===== src/rtl/dpcmp_pkg.sv =====
package dpcmp_pkg;

    localparam int FP_W   = 64;
    localparam int EXP_W  = 11;
    localparam int FRAC_W = FP_W - EXP_W - 1;
    localparam int MAG_W  = FP_W - 1;

    typedef struct packed {
        logic              sign;
        logic [EXP_W-1:0]  expo;
        logic [FRAC_W-1:0] frac;
    } fp_word_t;

    typedef struct packed {
        logic             sign;
        logic             is_nan;
        logic             is_snan;
        logic             is_zero;
        logic [MAG_W-1:0] mag;
    } fp_class_t;

    typedef enum logic [1:0] {
        REL_GT = 2'd0,
        REL_LT = 2'd1,
        REL_EQ = 2'd2,
        REL_UN = 2'd3
    } rel_e;

    typedef struct packed {
        logic zf;
        logic pf;
        logic cf;
    } cond_code_t;

    function automatic cond_code_t rel_to_code(rel_e r);
        cond_code_t c;
        case (r)
            REL_GT:  c = '{zf: 1'b0, pf: 1'b0, cf: 1'b0};
            REL_LT:  c = '{zf: 1'b0, pf: 1'b0, cf: 1'b1};
            REL_EQ:  c = '{zf: 1'b1, pf: 1'b0, cf: 1'b0};
            default: c = '{zf: 1'b1, pf: 1'b1, cf: 1'b1};
        endcase
        return c;
    endfunction

endpackage


===== src/rtl/dpcmp_classify.sv =====
module dpcmp_classify
    import dpcmp_pkg::*;
#(
    parameter int WORD_W = 128
) (
    input  logic [WORD_W-1:0] word_in,
    output fp_class_t         cls
);
    fp_word_t fw;
    logic     exp_ones;
    logic     frac_nz;

    always_comb begin
        fw          = fp_word_t'(word_in[FP_W-1:0]);
        exp_ones    = &fw.expo;
        frac_nz     = |fw.frac;
        cls.sign    = fw.sign;
        cls.is_nan  = exp_ones && frac_nz;
        cls.is_snan = exp_ones && frac_nz && !fw.frac[FRAC_W-1];
        cls.is_zero = (fw.expo == '0) && !frac_nz;
        cls.mag     = word_in[MAG_W-1:0];
    end

endmodule


===== src/rtl/dpcmp_order.sv =====
module dpcmp_order
    import dpcmp_pkg::*;
(
    input  fp_class_t a_cls,
    input  fp_class_t b_cls,
    output rel_e      rel
);
    logic a_mag_gt;

    always_comb begin
        a_mag_gt = a_cls.mag > b_cls.mag;
        if (a_cls.is_nan || b_cls.is_nan) begin
            rel = REL_UN;
        end else if (a_cls.is_zero && b_cls.is_zero) begin
            rel = REL_EQ;
        end else if (a_cls.sign != b_cls.sign) begin
            rel = a_cls.sign ? REL_LT : REL_GT;
        end else if (a_cls.mag == b_cls.mag) begin
            rel = REL_EQ;
        end else begin
            rel = (a_mag_gt ^ a_cls.sign) ? REL_GT : REL_LT;
        end
    end

endmodule


===== src/rtl/dpcmp_result_stage.sv =====
module dpcmp_result_stage
    import dpcmp_pkg::*;
(
    input  logic       clk,
    input  logic       rst,
    input  logic       in_valid,
    input  rel_e       rel,
    input  logic       inv_mask,
    output logic       res_valid,
    output logic       res_we,
    output logic       res_invalid,
    output cond_code_t res_code
);
    logic invalid_c;
    logic write_c;

    assign invalid_c = (rel == REL_UN);
    assign write_c   = !invalid_c || inv_mask;

    always_ff @(posedge clk) begin
        if (rst) begin
            res_valid   <= 1'b0;
            res_we      <= 1'b0;
            res_invalid <= 1'b0;
            res_code    <= '0;
        end else begin
            res_valid   <= in_valid;
            res_we      <= in_valid && write_c;
            res_invalid <= in_valid && invalid_c;
            if (in_valid && write_c) begin
                res_code <= rel_to_code(rel);
            end else begin
                res_code <= '0;
            end
        end
    end

    // result strobe follows request by one cycle
    p_valid_follow_r10: assert property (@(posedge clk) disable iff (rst)
        in_valid |=> res_valid);
    p_valid_idle_r10: assert property (@(posedge clk) disable iff (rst)
        !in_valid |=> !res_valid);
    p_we_in_window_r10: assert property (@(posedge clk) disable iff (rst)
        res_we |-> res_valid);
    // unmasked invalid suppresses the write
    p_unmasked_block_r8: assert property (@(posedge clk) disable iff (rst)
        (in_valid && rel == REL_UN && !inv_mask) |=> (!res_we && res_code == '0 && res_invalid));
    // masked invalid writes the unordered code
    p_masked_write_r9: assert property (@(posedge clk) disable iff (rst)
        (in_valid && rel == REL_UN && inv_mask) |=> (res_we && res_code.zf && res_code.pf && res_code.cf));
    // parity only appears within the unordered code
    p_code_legal_r2: assert property (@(posedge clk) disable iff (rst)
        res_code.pf |-> (res_code.zf && res_code.cf && res_invalid));

endmodule


===== src/rtl/dpcmp_flags_unit.sv =====
module dpcmp_flags_unit
    import dpcmp_pkg::*;
#(
    parameter int WORD_W = 128
) (
    input  logic              clk,
    input  logic              rst,
    input  logic              in_valid,
    input  logic [WORD_W-1:0] in_op_a,
    input  logic [WORD_W-1:0] in_op_b,
    input  logic              in_inv_mask,
    output logic              out_valid,
    output logic              out_flag_we,
    output logic              out_zero,
    output logic              out_parity,
    output logic              out_carry,
    output logic              out_overflow,
    output logic              out_adjust,
    output logic              out_sign,
    output logic              out_invalid
);
    localparam int N_OPS = 2;

    logic [WORD_W-1:0] op_words [N_OPS];
    fp_class_t         op_cls   [N_OPS];
    rel_e              rel;
    cond_code_t        code;

    assign op_words[0] = in_op_a;
    assign op_words[1] = in_op_b;

    for (genvar i = 0; i < N_OPS; i++) begin : g_cls
        dpcmp_classify #(.WORD_W(WORD_W)) u_cls (
            .word_in (op_words[i]),
            .cls     (op_cls[i])
        );
    end

    dpcmp_order u_order (
        .a_cls (op_cls[0]),
        .b_cls (op_cls[1]),
        .rel   (rel)
    );

    dpcmp_result_stage u_stage (
        .clk         (clk),
        .rst         (rst),
        .in_valid    (in_valid),
        .rel         (rel),
        .inv_mask    (in_inv_mask),
        .res_valid   (out_valid),
        .res_we      (out_flag_we),
        .res_invalid (out_invalid),
        .res_code    (code)
    );

    assign out_zero     = code.zf;
    assign out_parity   = code.pf;
    assign out_carry    = code.cf;
    assign out_overflow = 1'b0;
    assign out_adjust   = 1'b0;
    assign out_sign     = 1'b0;

    // invalid indication only appears in a result cycle
    p_invalid_in_window_r7: assert property (@(posedge clk) disable iff (rst)
        out_invalid |-> out_valid);

endmodule


===== config.mk =====
export PLATFORM = sky130hd
export DESIGN_NAME = dpcmp_flags_unit
export DESIGN_NICKNAME = d
export VERILOG_FILES = /design/src/rtl/dpcmp_pkg.sv /design/src/rtl/dpcmp_classify.sv /design/src/rtl/dpcmp_order.sv /design/src/rtl/dpcmp_result_stage.sv /design/src/rtl/dpcmp_flags_unit.sv
export SDC_FILE = /design/constraint.sdc
export NUM_CORES = 1
export LEC_CHECK = 0
export BUFFER_PORTS_ARGS = -buffer_cell sky130_fd_sc_hd__buf_4
export CORE_AREA = 8 8 99 101
export CTS_BUF_LIST = sky130_fd_sc_hd__clkbuf_4 sky130_fd_sc_hd__clkbuf_8 sky130_fd_sc_hd__clkbuf_16
export CTS_CLUSTER_SIZE = 24
export DETAILED_ROUTE_END_ITERATION = 10
export DIE_AREA = 0 0 107 109
export PLACE_DENSITY = 0.69
export SLEW_MARGIN = 20
export SYNTH_ARGS = -nofsm -noshare
export SYNTH_HDL_FRONTEND = slang
export SYNTH_SLANG_ARGS = --single-unit

===== constraint.sdc =====
create_clock -name clk -period 1.9 [get_ports clk]
set_input_delay 0.19 -clock clk [delete_from_list [all_inputs] [get_ports clk]]
set_output_delay 0.19 -clock clk [all_outputs]
set_load 0.005 [all_outputs]

==> flow_summary_export.csv, run 1 <==
group,metric,value,unit
die,initial_core_util,0.256,
synth,ys_seq_area_frac,0.0560,
final_layout,final_cell_mix,"205 x buf_4, 47 x inv_1, 39 x ha_1",
setup_path,crit_type,"in2reg",
global_routing,grt_pass1_vias,3203,
clock_tree,cts_made_buffers,3,
timing,hold_viol,0,
clock_tree,cts_hold_buf,0,
power_and_ir_drop,power,1.18,mW
synth,yosys_warnings,0,
synth,ys_ff_latch,6,
hold_path,hold_path_class,"in2reg",
clock_tree,clk_pin_slew_worst_paths,0.04,ns
final_layout,antennaDiodeCount,0,
synth,synth.avg_cell_area,7.01,µm²
global_routing,grt_max_degree,5,
die,io-pin-count,269,
timing,fmax,502,MHz
global_routing,grt_first_pass_wirelength,15.2,mm
placed_design,place_congestion,0.832,
clock_tree,clk_path_buf_depth,2,
setup_path,worst-path-max-fanout,3,
power_and_ir_drop,power_switching,0.421,mW
power_and_ir_drop,seqPwrFrac,0.111,
detailed_routing,routedWlPerCell,16.0,µm
clock_tree,htreeDepth,1,
job,cap_viol_max_count,0,
detailed_routing,drt_iter0_markers,68,
detailed_routing,dr.pass1.iters,5,
synth,synth_cell_types,36,
placed_design,placement.io_buffers,137,
die,coreArea,8380,µm²
global_routing,track_usage,0.158,
global_routing,globalRouteOverflowTotal,0,
detailed_routing,drt-vias-per-instance,4.82,
final_layout,syn2layout_area_growth,107,%
power_and_ir_drop,swShare,0.356,
detailed_routing,ant_nets,0,
timing,setup_violations,1,
final_layout,final_nets,851,
timing,period_needed,1.99,ns
die,die_x,107,µm
setup_path,required,2.02,ns
power_and_ir_drop,comb_power_share,0.724,
final_layout,final_common_cell,"buf_4",
timing,setup_slack,-0.0936,ns
synth,ys.flop_type,"dfxtp_1",
power_and_ir_drop,power.internal,0.760,mW
timing,period_share,1.05,
power_and_ir_drop,ir_worst_vdd,0.156,mV
final_layout,drive_gt1_frac,0.538,
clock_tree,cts.sinks,6,
run_status,status,"finished with violations",
power_and_ir_drop,clockPowerShare,0.165,
run_status,violations,"setup timing",
synth,synthCells,306,
clock_tree,cts_root_buf,"clkbuf_8",
hold_path,min_path_cells,2,
power_and_ir_drop,p_leak,2.23,nW
clock_tree,tritoncts,"yes",
timing,final_max_slew_viol_count,0,
die,die_y,109,µm
detailed_routing,num_vias,3058,
power_and_ir_drop,p_per_area,266,nW/µm²
detailed_routing,routed_wl,10.1,mm
synth,synth_edf_count,0,
synth,netlist_area,2140,µm²
setup_path,worst_setup_path_start_kind,"input port",
setup_path,cp-end-kind,"register",
die,rows,34,
timing,rsz0062_at_grt,"true",
placed_design,hpwl,8.94,mm
detailed_routing,post-route-drc-count,0,
global_routing,antenna_found_initial,0,
placed_design,pre_cts_ws,-0.552,ns
die,dieArea,11700,µm²
setup_path,cp.arrival,2.11,ns
synth,async_reset_ff_frac,0,
cells in the mapped netlist (2+ instances only):
cell / n / area share
a221oi_1: 3 / 0.012
nand3b_1: 2 / 0.0070
ha_1: 63 / 0.37
inv_1: 65 / 0.11
o21ai_0: 10 / 0.023
nor2_1: 7 / 0.012
nand4_1: 17 / 0.050
nor2b_1: 2 / 0.0058
nand3_1: 11 / 0.026
a21o_1: 3 / 0.011
o21bai_1: 2 / 0.0070
dfxtp_1: 6 / 0.056
a211oi_1: 3 / 0.011
nor3_1: 3 / 0.0070
nor4_1: 35 / 0.10
buf_4: 3 / 0.011
a21oi_1: 25 / 0.058
nand2_1: 27 / 0.047
or3_1: 2 / 0.0058
logic make-up after synthesis:
logic type / synth area share
buffers and inverters: 0.124
AO/OA/AOI/OAI: 0.159
other: 0.00175
flip-flops: 0.0560
AND/OR/NAND/NOR: 0.292
adder cells (fa/ha/maj): 0.368
metrics by stage:
step,area [µm²],cells,TNS [ns],util,hold WS [ns]
global route,4450,634,-0.218,0.530,0.169
finish,4450,634,-0.0936,0.530,0.162
detailed placement,3880,626,-1.52,0.463,0.391
floorplan,2160,308,-0.129,-,0.289
global placement,3880,626,-1.32,0.463,0.403
CTS,4020,632,-0.178,0.479,0.163
final cells by class:
cell class	instances	area, µm²
fillers	783	3940
multi-input cells	234	2190
repair buffers	218	1690
inverters	65	264
well taps	108	135
flip-flops and latches	6	120
clock buffers	3	41.3
critical path, stage by stage:
cell and delay (ns):
buf_4 0.12, ha_1 0.31, nand4_1 0.14, nor2_4 0.05
buf_4 0.14, a221oi_2 0.25, o211ai_1 0.13, a21o_1 0.18
or3_1 0.35, a32o_1 0.25
per-layer routing:
metal | share of wire | global-route usage
met1 | 0.40 | 0.187
met3 | 0.094 | 0.0461
met2 | 0.50 | 0.280
met5 | 0 | 0
met4 | 0.0077 | 0.0241
worst paths after layout:
path / from / to / slack [ns]
setup / recovery: in_op_a[57] / u_stage.res_code[0] / -0.09
hold / removal: rst / u_stage.res_valid / 0.16
timing repair:
action,CTS,global route
setup buffers,3,2
pin swaps,3,23
gates resized for setup,9,81
setup endpoints to repair,3,4
cloned,0,0
sequential cells by signal (all words and copies together) (netlist names):
signal               count
u_stage.res_we           1
u_stage.res_valid        1
u_stage.res_invalid      1
u_stage.res_code         3
power by group through the flow:
stage	registers (mW)	logic (mW)	clock network [mW]
after global routing	0.132	0.945	0.204
after floorplan	0.134	0.261	0
after CTS	0.132	0.745	0.195
after global placement	0.133	0.704	0
after detailed placement	0.134	0.723	0
final	0.132	0.855	0.195
Note: power is estimated with default switching activity, not from simulation.
==> inputs of run 2 (changes only) <==
Settings changed: PLACE_DENSITY 0.69 to not set, PLACE_DENSITY_LB_ADDON set to 0.1, TNS_END_PERCENT set to 5.
Clock period 1.9 ns to 2.5 ns, I/O delays scaled along.
==> run 2 against run 1 <==
Against the previous run:
- the run now ends clean
- sequential power is 24% lower
- sequential share of layout area is 0.87 points higher
- worst setup slack better by 0.38 ns
- clock power is 28% lower
- power is 42% lower
- critical path depth is 1 lower
- core utilization is 13 points lower
- clock-buffer cell count stayed put
- critical path type unchanged
==> flow_summary_export.csv, run 2 (same netlist as run 1, synthesis figures left out) <==
group,metric,value,unit
placed_design,pre_cts_ws,0.0536,ns
placed_design,place_congestion,0.847,
final_layout,top_register,"u_stage.res_code",
global_routing,grt_max_degree,5,
timing,period_needed,2.21,ns
die,rows,34,
setup_path,worst-path-max-fanout,3,
setup_path,required,2.60,ns
final_layout,syn2layout_area_growth,56.9,%
detailed_routing,ant_nets,0,
setup_path,worst_path_max_delay_cell,"or3_1",
die,dieArea,11700,µm²
die,initial_core_util,0.256,
final_layout,fin_area,3360,µm²
timing,holdWs,0.229,ns
power_and_ir_drop,clockPowerShare,0.202,
global_routing,globalRouteOverflowTotal,0,
detailed_routing,routedWlPerCell,15.6,µm
clock_tree,cts_hold_buf,0,
hold_path,min_to,"u_stage.res_valid",
setup_path,path_cells,"buf_4 > ha_1 > a21oi_2 > nand2_1 > a221o_1 > a211o_1 > a21o_1 > or3_1 > a32o_1",
placed_design,detailed_place.area,3320,µm²
setup_path,worst_setup_path_start_kind,"input port",
final_layout,final_util,0.401,
timing,fmax,452,MHz
placed_design,placement.io_buffers,137,
global_routing,grt_pass1_vias,2884,
timing,setup_violations,0,
setup_path,cp-end-kind,"register",
final_layout,final_cell_mix,"141 x buf_4, 65 x inv_1, 63 x ha_1",
timing,hold_viol,0,
die,die_x,107,µm
placed_design,dp.cells,554,
global_routing,track_usage,0.143,
clock_tree,cts_setup_buffers,0,
setup_path,critPathMaxStageDelay,0.35,ns
placed_design,hpwl,8.30,mm
clock_tree,cts_resized,0,
clock_tree,cts.sinks,6,
power_and_ir_drop,ir_worst_vdd,0.188,mV
detailed_routing,num_vias,2696,
hold_path,min_path_cells,2,
detailed_routing,drt-vias-per-instance,4.84,
power_and_ir_drop,power_switching,0.244,mW
clock_tree,clk_path_buf_depth,2,
timing,period_share,0.884,
final_layout,fillCellCount,921,
power_and_ir_drop,power,0.690,mW
die,die_y,109,µm
power_and_ir_drop,seqPwrFrac,0.145,
clock_tree,htreeDepth,1,
clock_tree,clk_pin_slew_worst_paths,0.03,ns
power_and_ir_drop,comb_power_share,0.653,
detailed_routing,dr.pass1.iters,4,
power_and_ir_drop,power.internal,0.446,mW
timing,final_max_slew_viol_count,0,
job,cap_viol_max_count,0,
clock_tree,cts_made_buffers,3,
setup_path,cp.arrival,2.31,ns
die,io-pin-count,269,
timing,tns,0,ns
detailed_routing,routed_wl,8.71,mm
final_layout,final_nets,774,
final_layout,drive_gt1_frac,0.330,
run_status,status,"finished clean",
power_and_ir_drop,p_leak,1.82,nW
timing,rsz0062_at_grt,"false",
timing,setup_slack,0.290,ns
clock_tree,cts_root_buf,"clkbuf_8",
final_layout,antennaDiodeCount,0,
hold_path,hold_path_class,"in2reg",
global_routing,grt_first_pass_wirelength,13.6,mm
clock_tree,tritoncts,"yes",
final_layout,instances_no_fill,557,
power_and_ir_drop,p_per_area,205,nW/µm²
global_routing,antenna_found_initial,0,
power_and_ir_drop,swShare,0.354,
detailed_routing,post-route-drc-count,0,
setup_path,crit_type,"in2reg",
final_layout,final_common_cell,"buf_4",
final_layout,largest_reg_flops,3,
die,coreArea,8380,µm²
detailed_routing,drt_iter0_markers,48,
hold_path,worstHoldStart,"rst",
==> run 2: changes by cell type in the layout (fill, tap and decap cells not counted), sizes merged <==
cell,previous run,this run
buf,218,141
==> run 2: layout make-up <==
cell class | count | area (µm²) | area share
clock buffers | 3 | 41.3 | 0.0123
inverters | 65 | 244 | 0.0725
multi-input cells | 234 | 1770 | 0.525
flip-flops and latches | 6 | 120 | 0.0357
well taps | 108 | 135 | 0.0402
repair buffers | 141 | 1060 | 0.315
==> run 2: layer usage <==
metal / wire length, µm / vias up / track usage / share of wire
li1: - / 1408 / - / -
met1: 4120 / 1175 / 0.181 / 0.47
met2: 3880 / 111 / 0.243 / 0.45
met3: 654 / 2 / 0.0414 / 0.075
met4: 51 / 0 / 0.0141 / 0.0059
met5: 0 / - / 0 / 0
==> run 2: power by group through the flow <==
stage	Combinational [mW]	Clock [mW]	Sequential [mW]
after detailed placement	0.455	0	0.101
after CTS	0.457	0.144	0.0999
after floorplan	0.197	0	0.102
final	0.451	0.140	0.0998
after global placement	0.449	0	0.101
after global routing	0.512	0.153	0.0998
==> run 2: worst max path at each step <==
stage,startpoint,to,slack [ns],cells after the start
final,in_op_a[45],u_stage.res_code[0],0.29,9
after global placement,in_op_a[62],u_stage.res_code[0],0.07,10
after detailed placement,in_op_b[0],u_stage.res_code[0],0.05,9
after floorplan,in_op_b[45],u_stage.res_code[0],0.33,9
after CTS,in_op_b[0],u_stage.res_code[0],0.27,9
after global routing,in_op_b[61],u_stage.res_code[0],0.13,10
==> run 2: critical path, delay by kind of cell <==
family	cells	cell delay (ns)
fa+ha+maj	1	0.33
simple gates	2	0.42
buf+inv	1	0.11
compound gates	5	1.20
==> inputs of run 3 (changes only) <==
Settings changed: ABC_AREA set to 1, CORE_AREA 8 8 99 101 to 8 8 98 100, DIE_AREA 0 0 107 109 to 0 0 106 108.
==> run 3 against run 2 <==
Against the previous run:
- cell count increased by 24%
- first-iteration DRC count increased by 110%
- combinational power increased by 16%
- worst setup slack improved by 0.62 ns
- hold slack got worse by 0.0074 ns
- clock power increased by 6%
- fmax increased by 39%
- highest routed layer unchanged
==> flow_summary_export.csv, run 3 <==
group,metric,value,unit
run_status,status,"finished clean",
detailed_routing,drt-vias-per-instance,4.52,
setup_path,startpoint,"in_op_b[44]",
synth,netlist_area,2560,µm²
timing,tns,0,ns
detailed_routing,ant_nets,0,
global_routing,track_usage,0.159,
detailed_routing,drt_iter0_markers,103,
synth,synthCells,449,
synth,ys_ff_latch,6,
die,die_y,108,µm
clock_tree,cts_root_buf,"clkbuf_8",
timing,holdWs,0.222,ns
clock_tree,cts.sinks,6,
hold_path,min_path_cells,2,
power_and_ir_drop,power,0.773,mW
die,rows,33,
hold_path,worstHoldStart,"rst",
setup_path,worst-path-max-fanout,2,
timing,final_max_slew_viol_count,0,
die,die_x,106,µm
global_routing,globalRouteOverflowTotal,0,
clock_tree,tritoncts,"yes",
detailed_routing,routedWlPerCell,13.7,µm
placed_design,pre_cts_ws,0.695,ns
synth,synth_cell_types,21,
setup_path,crit_type,"in2reg",
setup_path,worst_setup_path_start_kind,"input port",
placed_design,place_congestion,0.894,
power_and_ir_drop,p_leak,2.19,nW
final_layout,final_nets,913,
placed_design,dp.cells,690,
final_layout,drive_gt1_frac,0.291,
synth,synth_edf_count,0,
final_layout,final_common_cell,"buf_4",
synth,yosys-top-cells-area,"ha_1 31%, nand2_1 16%, inv_1 13%",
clock_tree,clk_pin_slew_worst_paths,0.04,ns
synth,synth.avg_cell_area,5.70,µm²
job,cap_viol_max_count,0,
synth,yosys_warnings,0,
clock_tree,cts_hold_buf,0,
timing,fmax,628,MHz
final_layout,final_cell_mix,"137 x buf_4, 109 x nand2_1, 87 x inv_1",
synth,synth_area_leader_cell,"ha_1",
clock_tree,clk_path_buf_depth,2,
placed_design,placement.io_buffers,137,
timing,rsz0062_at_grt,"false",
final_layout,antennaDiodeCount,0,
global_routing,grt_first_pass_wirelength,15.0,mm
clock_tree,cts_resized,0,
detailed_routing,routed_wl,9.52,mm
synth,async_reset_ff_frac,0,
hold_path,hold_path_class,"in2reg",
synth,yosysMostFrequentCell,"nand2_1",
power_and_ir_drop,ir_worst_vdd,0.0886,mV
timing,hold_viol,0,
final_layout,syn2layout_area_growth,46.4,%
global_routing,antenna_found_initial,0,
die,dieArea,11400,µm²
placed_design,detailed_place.area,3700,µm²
timing,period_share,0.637,
synth,ys.flop_type,"dfxtp_1",
global_routing,grt_pass1_vias,3372,
timing,setup_violations,0,
setup_path,required,2.62,ns
setup_path,cp-end-kind,"register",
clock_tree,htreeDepth,1,
clock_tree,cts_setup_buffers,0,
setup_path,cp.arrival,1.71,ns
final_layout,final_util,0.465,
synth,ys_seq_area_frac,0.0469,
final_layout,top_register,"u_stage.res_code",
power_and_ir_drop,p_per_area,206,nW/µm²
detailed_routing,post-route-drc-count,0,
global_routing,grt_max_degree,5,
die,coreArea,8050,µm²
final_layout,instances_no_fill,693,
timing,period_needed,1.59,ns
synth,yosysTopAreaCellShare,0.308,
die,io-pin-count,269,
hold_path,min_to,"u_stage.res_valid",
die,initial_core_util,0.318,
timing,setup_slack,0.909,ns
final_layout,largest_reg_flops,3,
final_layout,fin_area,3740,µm²
placed_design,hpwl,8.93,mm
synth,synth.top_cells.by_count,"109 x nand2_1, 87 x inv_1, 71 x nor2_1, 63 x ha_1",
detailed_routing,dr.pass1.iters,4,
detailed_routing,num_vias,3135,
clock_tree,cts_made_buffers,3,
## run 3: cells by family after synthesis
logic type,share of synthesized area
AOI/OAI and AO/OA,0.0665
buffers and inverters,0.156
adders and majority gates,0.308
and+or+nand+nor,0.422
DFF,0.0469
other,0.00147
## run 3: where the power goes
| group | internal [mW] | switching [mW] | leakage, nW |
|---|---|---|---|
| Sequential | 0.0991 | 0.000674 | 0.0491 |
| Combinational | 0.261 | 0.265 | 2.12 |
| Clock | 0.104 | 0.0441 | 0.0216 |
## run 3: worst max-delay path by stage
| stage | endpoint | slack [ns] | depth (start not counted) |
|---|---|---|---|
| 2_1_floorplan | u_stage.res_code[0] | 1.01 | 15 |
| 3_3_place_gp | u_stage.res_code[0] | 0.71 | 13 |
| 3_5_place_dp | u_stage.res_code[0] | 0.70 | 14 |
| 4_1_cts | u_stage.res_code[0] | 0.93 | 14 |
| 5_1_grt | u_stage.res_code[0] | 0.71 | 14 |
| 6_report | u_stage.res_code[0] | 0.91 | 12 |
## run 3: layer usage
metal / GRT usage / wire length (µm)
met4: 0.0281 / 114
met3: 0.0500 / 859
met2: 0.270 / 4190
met1: 0.194 / 4360
met5: 0 / 0
## run 3: final cells by class
| cell class | count | area (µm²) |
|---|---|---|
| Clock buffer | 3 | 41.3 |
| Fill cell | 900 | 4310 |
| Inverter | 100 | 375 |
| Multi-Input combinational cell | 342 | 2050 |
| Sequential cell | 6 | 120 |
| Tap cell | 105 | 131 |
| Timing Repair Buffer | 137 | 1030 |
## run 3: worst max-delay path, cell delays in order
cell and delay (ns):
buf_4 0.08, inv_1 0.04, ha_1 0.29, nand2_1 0.07
inv_2 0.05, nand3_1 0.10, nor3_1 0.26, nand3_1 0.12
nor3_1 0.22, nor2_1 0.08, nand3_2 0.09, a21oi_2 0.05
